**config.mk**
```make
export PLATFORM = sky130hd
export DESIGN_NAME = slpctl_top
export DESIGN_NICKNAME = d
export VERILOG_FILES = /design/src/rtl/slp_pkg.sv /design/src/rtl/slp_bod_cfg.sv /design/src/rtl/slp_wake_mask.sv /design/src/rtl/slp_wake_timer.sv /design/src/rtl/slpctl_top.sv
export SDC_FILE = /design/constraint.sdc
export NUM_CORES = 1
export LEC_CHECK = 0
export BUFFER_PORTS_ARGS = -buffer_cell sky130_fd_sc_hd__buf_2
export CORE_MARGIN = 5
export CORE_UTILIZATION = 45
export DETAILED_ROUTE_END_ITERATION = 10
export HOLD_SLACK_MARGIN = 0.03
export PLACE_DENSITY = 0.78
export SLEW_MARGIN = 20
export SYNTH_ARGS = -nofsm -noshare
export SYNTH_HDL_FRONTEND = slang
export SYNTH_SLANG_ARGS = --single-unit
```
**constraint.sdc**
```tcl
create_clock -name clk -period 3.14 [get_ports clk]
set_clock_uncertainty 0.05 [all_clocks]
set_input_delay 0.471 -clock clk [delete_from_list [all_inputs] [get_ports clk]]
set_output_delay 0.471 -clock clk [all_outputs]
set_load 0.02 [all_outputs]
```
**src/rtl/slp_pkg.sv**
```systemverilog
package slp_pkg;
  typedef enum logic [1:0] {ST_RUN, ST_SLEEP, ST_WAIT} slp_state_e;

  localparam logic [1:0] MODE_IDLE  = 2'b00;
  localparam logic [1:0] MODE_ADCNR = 2'b01;
  localparam logic [1:0] MODE_PDOWN = 2'b10;
  localparam int         NUM_WAKE   = 8;

  typedef struct packed {
    logic cpu;
    logic io;
    logic flash;
    logic adc;
    logic osc;
  } clk_gate_t;

  function automatic logic [NUM_WAKE-1:0] wake_allow(input logic [1:0] mode);
    case (mode)
      MODE_ADCNR: wake_allow = 8'h7F;
      MODE_PDOWN: wake_allow = 8'hEE;
      default:    wake_allow = 8'hFF;
    endcase
  endfunction

  function automatic clk_gate_t gates_for(input slp_state_e st, input logic [1:0] mode);
    clk_gate_t g;
    g = '{cpu: 1'b1, io: 1'b1, flash: 1'b1, adc: 1'b1, osc: 1'b1};
    if (st == ST_WAIT) begin
      g = '{cpu: 1'b0, io: 1'b0, flash: 1'b0, adc: 1'b0, osc: 1'b1};
    end else if (st == ST_SLEEP) begin
      case (mode)
        MODE_ADCNR: g = '{cpu: 1'b0, io: 1'b0, flash: 1'b0, adc: 1'b1, osc: 1'b1};
        MODE_PDOWN: g = '{cpu: 1'b0, io: 1'b0, flash: 1'b0, adc: 1'b0, osc: 1'b0};
        default:    g = '{cpu: 1'b0, io: 1'b1, flash: 1'b0, adc: 1'b1, osc: 1'b1};
      endcase
    end
    return g;
  endfunction
endpackage

```
**src/rtl/slp_bod_cfg.sv**
```systemverilog
module slp_bod_cfg #(
  parameter int TWIN = 4
) (
  input  logic clk,
  input  logic rst,
  input  logic wr,
  input  logic wdata,
  input  logic unlock,
  output logic bods_q
);
  localparam int WW = $clog2(TWIN + 1);

  logic          armed_q;
  logic [WW-1:0] win_q;
  logic          arm_req;
  logic          commit;

  assign arm_req = wr && unlock && wdata;
  assign commit  = wr && !unlock && armed_q;

  always_ff @(posedge clk) begin
    if (rst) begin
      bods_q  <= 1'b0;
      armed_q <= 1'b0;
      win_q   <= '0;
    end else if (arm_req) begin
      armed_q <= 1'b1;
      win_q   <= WW'(TWIN);
    end else if (commit) begin
      bods_q  <= wdata;
      armed_q <= 1'b0;
    end else if (armed_q) begin
      if (win_q == WW'(1)) armed_q <= 1'b0;
      win_q <= win_q - 1'b1;
    end
  end

  assert_bods_guarded_R8: assert property (@(posedge clk) disable iff (rst)
    !$stable(bods_q) |-> ($past(armed_q) && $past(wr) && !$past(unlock)));
  assert_window_bound_R9: assert property (@(posedge clk) disable iff (rst)
    armed_q |-> (win_q != '0 && win_q <= WW'(TWIN)));
endmodule

```
**src/rtl/slp_wake_mask.sv**
```systemverilog
module slp_wake_mask
  import slp_pkg::*;
(
  input  logic [1:0]          mode,
  input  logic [NUM_WAKE-1:0] src,
  output logic                hit
);
  logic [NUM_WAKE-1:0] allowed;

  always_comb begin
    allowed = src & wake_allow(mode);
    hit     = |allowed;
  end
endmodule

```
**src/rtl/slp_wake_timer.sv**
```systemverilog
module slp_wake_timer #(
  parameter int WAKE_DLY = 6,
  parameter int RST_DLY  = 16
) (
  input  logic clk,
  input  logic rst,
  input  logic start,
  input  logic long_sel,
  output logic busy,
  output logic last
);
  localparam int MAXD = (RST_DLY > WAKE_DLY) ? RST_DLY : WAKE_DLY;
  localparam int CW   = $clog2(MAXD + 1);

  logic [CW-1:0] cnt_q;
  logic          busy_q;

  always_ff @(posedge clk) begin
    if (rst) begin
      busy_q <= 1'b0;
      cnt_q  <= '0;
    end else if (start) begin
      busy_q <= 1'b1;
      cnt_q  <= long_sel ? CW'(RST_DLY - 1) : CW'(WAKE_DLY - 1);
    end else if (busy_q) begin
      if (cnt_q == '0) busy_q <= 1'b0;
      else             cnt_q  <= cnt_q - 1'b1;
    end
  end

  assign busy = busy_q;
  assign last = busy_q && (cnt_q == '0);

  assert_count_bound_R11: assert property (@(posedge clk) disable iff (rst)
    busy_q |-> (cnt_q <= CW'(MAXD - 1)));
  assert_count_steps_R11: assert property (@(posedge clk) disable iff (rst)
    (busy_q && cnt_q != '0 && !start) |=> (busy_q && cnt_q == $past(cnt_q) - 1'b1));
endmodule

```
**src/rtl/slpctl_top.sv**
```systemverilog
module slpctl_top
  import slp_pkg::*;
#(
  parameter int WAKE_DLY = 6,
  parameter int RST_DLY  = 16,
  parameter int TWIN     = 4
) (
  input  logic       clk,
  input  logic       rst,
  input  logic [1:0] mode_sel,
  input  logic       sleep_en,
  input  logic       sleep_strobe,
  input  logic       adc_en,
  input  logic       bod_fuse_en,
  input  logic       cfg_wr,
  input  logic       cfg_bod_off,
  input  logic       cfg_unlock,
  input  logic [7:0] wake_src,
  output logic       clk_en_cpu,
  output logic       clk_en_io,
  output logic       clk_en_flash,
  output logic       clk_en_adc,
  output logic       osc_run,
  output logic       adc_start,
  output logic       bod_en,
  output logic       bod_off_cfg
);
  slp_state_e state_q, state_d;
  logic [1:0] mode_q, mode_d;
  logic       cut_q, cut_d;
  logic       enter, wake_hit, tmr_start, tmr_busy, tmr_last;
  clk_gate_t  gate_q;
  logic       adc_start_q, bod_en_q;

  slp_bod_cfg #(.TWIN(TWIN)) u_cfg (
    .clk(clk), .rst(rst), .wr(cfg_wr), .wdata(cfg_bod_off),
    .unlock(cfg_unlock), .bods_q(bod_off_cfg)
  );

  slp_wake_mask u_mask (.mode(mode_q), .src(wake_src), .hit(wake_hit));

  slp_wake_timer #(.WAKE_DLY(WAKE_DLY), .RST_DLY(RST_DLY)) u_tmr (
    .clk(clk), .rst(rst), .start(tmr_start), .long_sel(cut_q),
    .busy(tmr_busy), .last(tmr_last)
  );

  assign enter = (state_q == ST_RUN) && sleep_strobe && sleep_en;

  always_comb begin
    state_d   = state_q;
    mode_d    = mode_q;
    cut_d     = cut_q;
    tmr_start = 1'b0;
    case (state_q)
      ST_RUN: if (enter) begin
        state_d = ST_SLEEP;
        mode_d  = mode_sel;
        cut_d   = (mode_sel == MODE_PDOWN) && bod_off_cfg && bod_fuse_en;
      end
      ST_SLEEP: if (wake_hit) begin
        if (mode_q == MODE_PDOWN) begin
          state_d   = ST_WAIT;
          tmr_start = 1'b1;
        end else begin
          state_d = ST_RUN;
        end
        cut_d = 1'b0;
      end
      ST_WAIT: if (tmr_last) state_d = ST_RUN;
      default: state_d = ST_RUN;
    endcase
  end

  always_ff @(posedge clk) begin
    if (rst) begin
      state_q     <= ST_RUN;
      mode_q      <= MODE_IDLE;
      cut_q       <= 1'b0;
      gate_q      <= '{cpu: 1'b1, io: 1'b1, flash: 1'b1, adc: 1'b1, osc: 1'b1};
      adc_start_q <= 1'b0;
      bod_en_q    <= bod_fuse_en;
    end else begin
      state_q     <= state_d;
      mode_q      <= mode_d;
      cut_q       <= cut_d;
      gate_q      <= gates_for(state_d, mode_d);
      adc_start_q <= enter && (mode_sel == MODE_ADCNR) && adc_en;
      bod_en_q    <= bod_fuse_en && !((state_d == ST_SLEEP) && cut_d);
    end
  end

  assign clk_en_cpu   = gate_q.cpu;
  assign clk_en_io    = gate_q.io;
  assign clk_en_flash = gate_q.flash;
  assign clk_en_adc   = gate_q.adc;
  assign osc_run      = gate_q.osc;
  assign adc_start    = adc_start_q;
  assign bod_en       = bod_en_q;

  assert_strobe_ignored_R7: assert property (@(posedge clk) disable iff (rst)
    (state_q == ST_RUN && sleep_strobe && !sleep_en) |=> (state_q == ST_RUN));
  assert_adc_pulse_R5: assert property (@(posedge clk) disable iff (rst)
    adc_start_q |-> ($past(sleep_strobe) && $past(sleep_en) && $past(adc_en)
                     && $past(mode_sel) == MODE_ADCNR));
  assert_adc_single_R5: assert property (@(posedge clk) disable iff (rst)
    adc_start_q |=> !adc_start_q);
  assert_pdown_dark_R4: assert property (@(posedge clk) disable iff (rst)
    (state_q == ST_SLEEP && mode_q == MODE_PDOWN) |-> (gate_q == '0));
  assert_bod_cut_R10: assert property (@(posedge clk) disable iff (rst)
    (!bod_en_q && $past(bod_fuse_en)) |-> (state_q == ST_SLEEP && mode_q == MODE_PDOWN));
  assert_wait_timer_R11: assert property (@(posedge clk) disable iff (rst)
    (state_q == ST_WAIT) |-> tmr_busy);
endmodule

```
# Yosys cells after proc, flatten, opt, wreduce, memory -nomap -nowiden
# Cells that the tools add are included.
# op_classes
n_addsub	2
n_eq_ne	13
muxes	32
bitwise	4
n_reduce_logical	26
# op_table
op	n
$mux 5	5
$pmux 8 s2	1
$logic_and 1x1->1	13
$mux 1	13
$mux 2	6
$eq 2x1->1 const B	5
$eq 2x2->1 const B	5
$mux 3	3
$and 8x8->8	1
$pmux 4 s2	1
$reduce_and 2->1	4
$reduce_or 8->1	1
$pmux 2 s3	1
$logic_not 5->1	1
$sub 5x1->5 const B	1
$mux 4	1
$reduce_bool 2->1	2
$eq 3x1->1 const B	1
$not 1->1	3
$reduce_or 3->1	1
$sub 3x1->3 const B	1
$logic_not 1->1	2
$logic_not 2->1	1
$ne 2x1->1 const B	1
3 further kinds	3
# totals
ff_bits	23
in_bits	19
output_inout_bits	8
wordCells	93

# Longest topological paths before layout
# logic_depth
depth_word	11
ltp_mapped	7
depth_no_buf	7

# Hierarchy
# Synthesis repeated with hierarchy kept, for this count alone.
# hier_totals
cells_unflattened	119
hier_area_um2	1137.3
# by_module_without_submodules
mod	instances	cells_per_inst	area_per_inst_um2	seq_area_each_um2
slpctl_top	1	49	496.7	220.2
slp_wake_timer	1	36	354.1	120.1
slp_bod_cfg	1	28	249.0	100.1
slp_wake_mask	1	6	37.5	0.0

# Worst setup path after synthesis
# OpenSTA, ideal clock, no wires.
# synth_path
kind	input port to flip-flop
start	input port sleep_en
end	register gate_q (netlist bit clk_en_io)
setup_time_ns	0.117
t_arrival_ns	1.773
t_required_ns	2.973
setup_slack_ns	1.200
path_stages	6
path_buffers	0
path_cell_list	nand2_1 nor3_2 mux2i_1 ha_1 or2_2 o22a_1
# synth_between
elab_chain_cells	7
word_cells_on_any_way	12
cone_classes	eq/ne: 4; mux: 7; reduce/logical: 1
# synth_lines
element	line	text
from (decl)	slpctl_top.sv:11	input logic sleep_en,
$logic_and 1x1->1 *	slpctl_top.sv:47	assign enter = (state_q == ST_RUN) && sleep_strobe && sleep_en;
$mux 2	slpctl_top.sv:55	ST_RUN: if (enter) begin
$mux 2	slpctl_top.sv:54	case (state_q)
$eq 2x2->1 / $eq 2x1->1 (equally long branches)	slp_pkg.sv:31	case (mode)
$pmux 4 s2	slp_pkg.sv:31	
$mux 5	slp_pkg.sv:30	end else if (st == ST_SLEEP) begin
$mux 5 *	slp_pkg.sv:28	if (st == ST_WAIT) begin
to (signal assigned)	slpctl_top.sv:79	gate_q <= '{cpu: 1'b1, io: 1'b1, flash: 1'b1, adc: 1'b1, osc: 1'b1};
to (signal assigned)	slpctl_top.sv:86	gate_q <= gates_for(state_d, mode_d);
to (decl)	slpctl_top.sv:32	clk_gate_t gate_q;
# Mark *: on every way between the ends. The rest lies on a longest branch, timed or not.
# A chain may end at the register's enable or synchronous reset.

# Final worst setup path
# layout_path
start	register state_q[0]
end	register gate_q (netlist bit clk_en_io)
# layout_between
elab_chain_cells	9
word_cells_on_any_way	18
cone_classes	eq/ne: 6; mux: 9; reduce/logical: 3
# layout_lines
element	line	text
from (decl)	slpctl_top.sv:28	slp_state_e state_q, state_d;
from (signal assigned)	slpctl_top.sv:83	state_q <= state_d;
$logic_not 2->1	slpctl_top.sv:47, slpctl_top.sv:54	
$logic_and 1x1->1 (2 in a row)	slpctl_top.sv:47	
$mux 2	slpctl_top.sv:55	
$mux 2	slpctl_top.sv:54	
$eq 2x2->1 / $eq 2x1->1 (equally long branches)	slp_pkg.sv:31	
$pmux 4 s2	slp_pkg.sv:31	
$mux 5	slp_pkg.sv:30	
$mux 5 *	slp_pkg.sv:28	
# Marks and branches as above.

==> results.py <==
metrics = {
    "timing": {
        "fin_setup_tns_ns": 0,
        "worstMarginPinSlew_ns": 0.494,
        "holdWs_ns": 0.312,
        "fin_crit_ns": 2.01,
        "final-hold-violation-count": 0,
        "rsz_0062_raised_after_global_routing": "false",
        "slew_headroom_pct": 66.9,
        "setup_violations": 0,
        "postLayoutSetupSlackWorst_ns": 1.13,
        "max_freq_mhz": 498,
        "fin_crit_sh_pct": 64.0,
        "slew_viols_final": 0,
    },
    "clock_network": {
        "cts_setup_buffers": 0,
        "cts_hold_buf": 0,
        "cts-resized-gates": 0,
        "cts_buffers": 3,
        "clock-root-buffer": "sky130_fd_sc_hd__clkbuf_4",
        "clock_latency_at_the_later_pin_of_the_worst_skew_pair_ns": 0.31,
        "path_clk_slew_ns": 0.11,
        "cts_sinks": 22,
        "htree_num_levels": 1,
        "cts_max_path_buffers": 2,
        "cts_tree": "built",
    },
    "layout": {
        "fin_area_um2": 1240,
        "layout-drive-gt1-share_pct": 27.7,
        "seq_area_um2": 440,
        "layout_common_cells": "sky130_fd_sc_hd__buf_2 (26), sky130_fd_sc_hd__dfxtp_1 (22), sky130_fd_sc_hd__nor2_1 (12), sky130_fd_sc_hd__nand2_1 (9)",
        "nNetsFinal": 167,
        "multi_input_comb_area_um2": 577,
        "antenna_cells": 0,
        "fillCellCount": 211,
        "layout.cells.most_common": "sky130_fd_sc_hd__buf_2",
        "area_delta_synth_final_pct": 16.2,
    },
    "power": {
        "cellLeakagePower_uw": 0.000490,
        "power-per-cell-area_nw_per_um2": 387,
        "ir_drop_uv": 251,
        "fin_total_pwr_uw": 480,
    },
    "global_routing": {
        "grt.total_usage_pct": 14.4,
        "first_pass_grt_wire_length_um": 3820,
        "grt_overflow": 0,
        "antenna_found_initial": 0,
        "first_global_vias": 903,
        "grt_start_max_net_pins": 24,
    },
    "setup_path": {
        "critPathCaptureType": "register",
        "critical_path.max_stage_delay_ns": 0.47,
        "criticalPathCategory": "reg -> reg",
        "critPathLaunchType": "register",
        "regToRegEndpoint": "clk_en_io$_SDFF_PP1_",
        "startpoint_of_the_lowest_slack_register_to_register_path": "state_q[0]$_SDFF_PP0_",
        "critPathArrivalTime_ns": 2.17,
        "worst-path-buf-inv": 0,
        "timing.critical_path.slowest_stage_cell": "sky130_fd_sc_hd__nor3_2",
        "ff2ff_setup_slack_ns": 1.13,
        "cp_top_family": "simple AND/OR/NAND/NOR gates",
        "cp_max_fo": 7,
        "worst-r2r-cell-count": 5,
        "cp_cell_sequence": "nor3_2, mux2i_1, ha_1, or2_2, o22a_1",
        "critical_path_required_ns": 3.30,
    },
    "status": {
        "run_status": "finished clean",
    },
    "min_path": {
        "worst_hold_path.num_cells": 2,
        "min_delay_worst_endpoint": "adc_start$_SDFF_PP0_",
        "hold_path_class": "in -> reg",
        "min-delay-start": "mode_sel[1]",
    },
    "logic_synthesis": {
        "syn-num-nets": 139,
        "yosysWarningCount": 0,
        "count_of_mapped_cells_out_of_synthesis": 115,
        "synth_enable_flop_cells": 0,
        "yosys.cell_types.count": 41,
        "yosys_register_bits": 22,
        "combined_area_of_all_synthesized_cells_um2": 1070,
        "async_reset_ff_share_pct": 0,
        "synth_flop_cell": "sky130_fd_sc_hd__dfxtp_1",
        "synth_area_per_inst_um2": 9.27,
        "portion_of_the_post_synthesis_area_used_by_sequential_elements_pct": 41.3,
    },
    "floorplan": {
        "row_count": 17,
        "floorplan.initialDensity_pct": 47.7,
        "top_level_ports": 27,
        "core_area_um2": 2230,
        "die_w_um": 58.7,
        "dieArea_um2": 3440,
        "die_height_um": 58.7,
    },
    "routing": {
        "remaining_drc_errors": 0,
        "route.vias.total": 912,
        "post_detailed_route_wirelength_per_cell_um": 13.1,
        "antenna_violating_nets_post_route": 0,
        "postRouteWirelength_um": 2210,
        "mean_number_of_vias_per_cell": 5.40,
        "dr.pass1.iters": 4,
        "dr.first_iter.drc_count": 20,
    },
    "flow_run": {
        "drv_cap": 0,
    },
    "placement": {
        "hpwlAfterDp_um": 1740,
        "port_buffers": 26,
        "detailedPlace.worstSlack_ns": 0.933,
        "placed_cell_area_um2": 1220,
        "globalplace.congestion": 0.862,
    },
}
sequential cells by signal, summed over array words and instances, names as in the netlist:
register / flops
adc_start: 1
bod_en: 1
clk_en_adc: 1
clk_en_cpu: 1
clk_en_io: 1
cut_q: 1
mode_q: 2
osc_run: 1
state_q: 2
u_cfg.armed_q: 1
u_cfg.bods_q: 1
u_cfg.win_q: 3
u_tmr.busy: 1
u_tmr.cnt_q: 5
power breakdown:
part           switching, uW  total (uW)  leakage [uW]  internal [uW]
Sequential              4.70         291      0.000179            287
Clock                   81.9         127     0.0000138           44.9
Combinational           35.1        61.5      0.000297           26.4
Total                    122         480      0.000490            358
synthesized netlist by cell type, types with 2 or more instances:
master	count	area, um2
sky130_fd_sc_hd__inv_1	8	30.0
sky130_fd_sc_hd__ha_1	5	62.6
sky130_fd_sc_hd__xor2_1	3	26.3
sky130_fd_sc_hd__nand2b_1	2	12.5
sky130_fd_sc_hd__mux2i_1	2	20.0
sky130_fd_sc_hd__a31oi_2	2	25.0
sky130_fd_sc_hd__nand2_1	9	33.8
sky130_fd_sc_hd__nor4b_1	2	17.5
sky130_fd_sc_hd__a21oi_1	8	40.0
sky130_fd_sc_hd__xnor2_1	3	26.3
sky130_fd_sc_hd__nor3_1	4	20.0
sky130_fd_sc_hd__nor2_1	12	45.0
sky130_fd_sc_hd__o21ai_0	2	10.0
sky130_fd_sc_hd__nand3_1	3	15.0
sky130_fd_sc_hd__dfxtp_1	22	440
sky130_fd_sc_hd__nor2b_1	2	12.5
sky130_fd_sc_hd__clkbuf_1	2	7.51
area by class of cell:
class                           count  share of cell area [%]
Inverter                            9                    2.73
Tap cell                           28                    2.83
Multi-Input combinational cell     81                    46.6
Sequential cell                    22                    35.6
Timing Repair Buffer               26                    10.5
Clock buffer                        3                    1.82
worst reg2reg max path, cell delays in order, from the launching register on:
cell and delay (ns):
sky130_fd_sc_hd__dfxtp_1 0.39, sky130_fd_sc_hd__nor3_2 0.47, sky130_fd_sc_hd__mux2i_1 0.30, sky130_fd_sc_hd__ha_1 0.26, sky130_fd_sc_hd__or2_2 0.28, sky130_fd_sc_hd__o22a_1 0.17
metal layers:
| layer | GRT usage [%] | wire [um] | vias to the layer above |
|---|---|---|---|
| met5 | 0 | 0 | - |
| met1 | 17.1 | 922 | 402 |
| met4 | 6.47 | 36 | 0 |
| met3 | 5.48 | 256 | 5 |
| li1 | - | - | 461 |
| met2 | 23.1 | 998 | 44 |
worst max-delay path by stage:
stage	from	end	cells past startpoint
floorplan	sleep_en	clk_en_io$_SDFF_PP1_	6
global placement	sleep_en	clk_en_io$_SDFF_PP1_	7
detailed placement	sleep_strobe	clk_en_io$_SDFF_PP1_	7
CTS	state_q[0]$_SDFF_PP0_	clk_en_io$_SDFF_PP1_	5
global route	state_q[0]$_SDFF_PP0_	clk_en_io$_SDFF_PP1_	5
finish	state_q[0]$_SDFF_PP0_	clk_en_io$_SDFF_PP1_	5
cell families (layout without fill, tap and decap cells):
logic type | after synthesis | count (layout) | share of synthesized area, %
buffers and inverters | 12 | 38 | 4.58
flip-flops | 22 | 22 | 41.3
adder cells (fa/ha/maj) | 5 | 5 | 5.87
multiplexers | 2 | 2 | 1.88
XOR/XNOR | 6 | 6 | 4.93
AO/OA/AOI/OAI | 24 | 24 | 18.0
AND/OR/NAND/NOR | 44 | 44 | 23.5
through the flow:
| stage | util, % | instances |
|---|---|---|
| floorplan | - | 115 |
| global placement | 54.5 | 166 |
| detailed placement | 54.5 | 166 |
| CTS | 55.5 | 169 |
| global route | 55.5 | 169 |
| finish | 55.5 | 169 |
No activity file was read; power rests on OpenSTA's default activity.
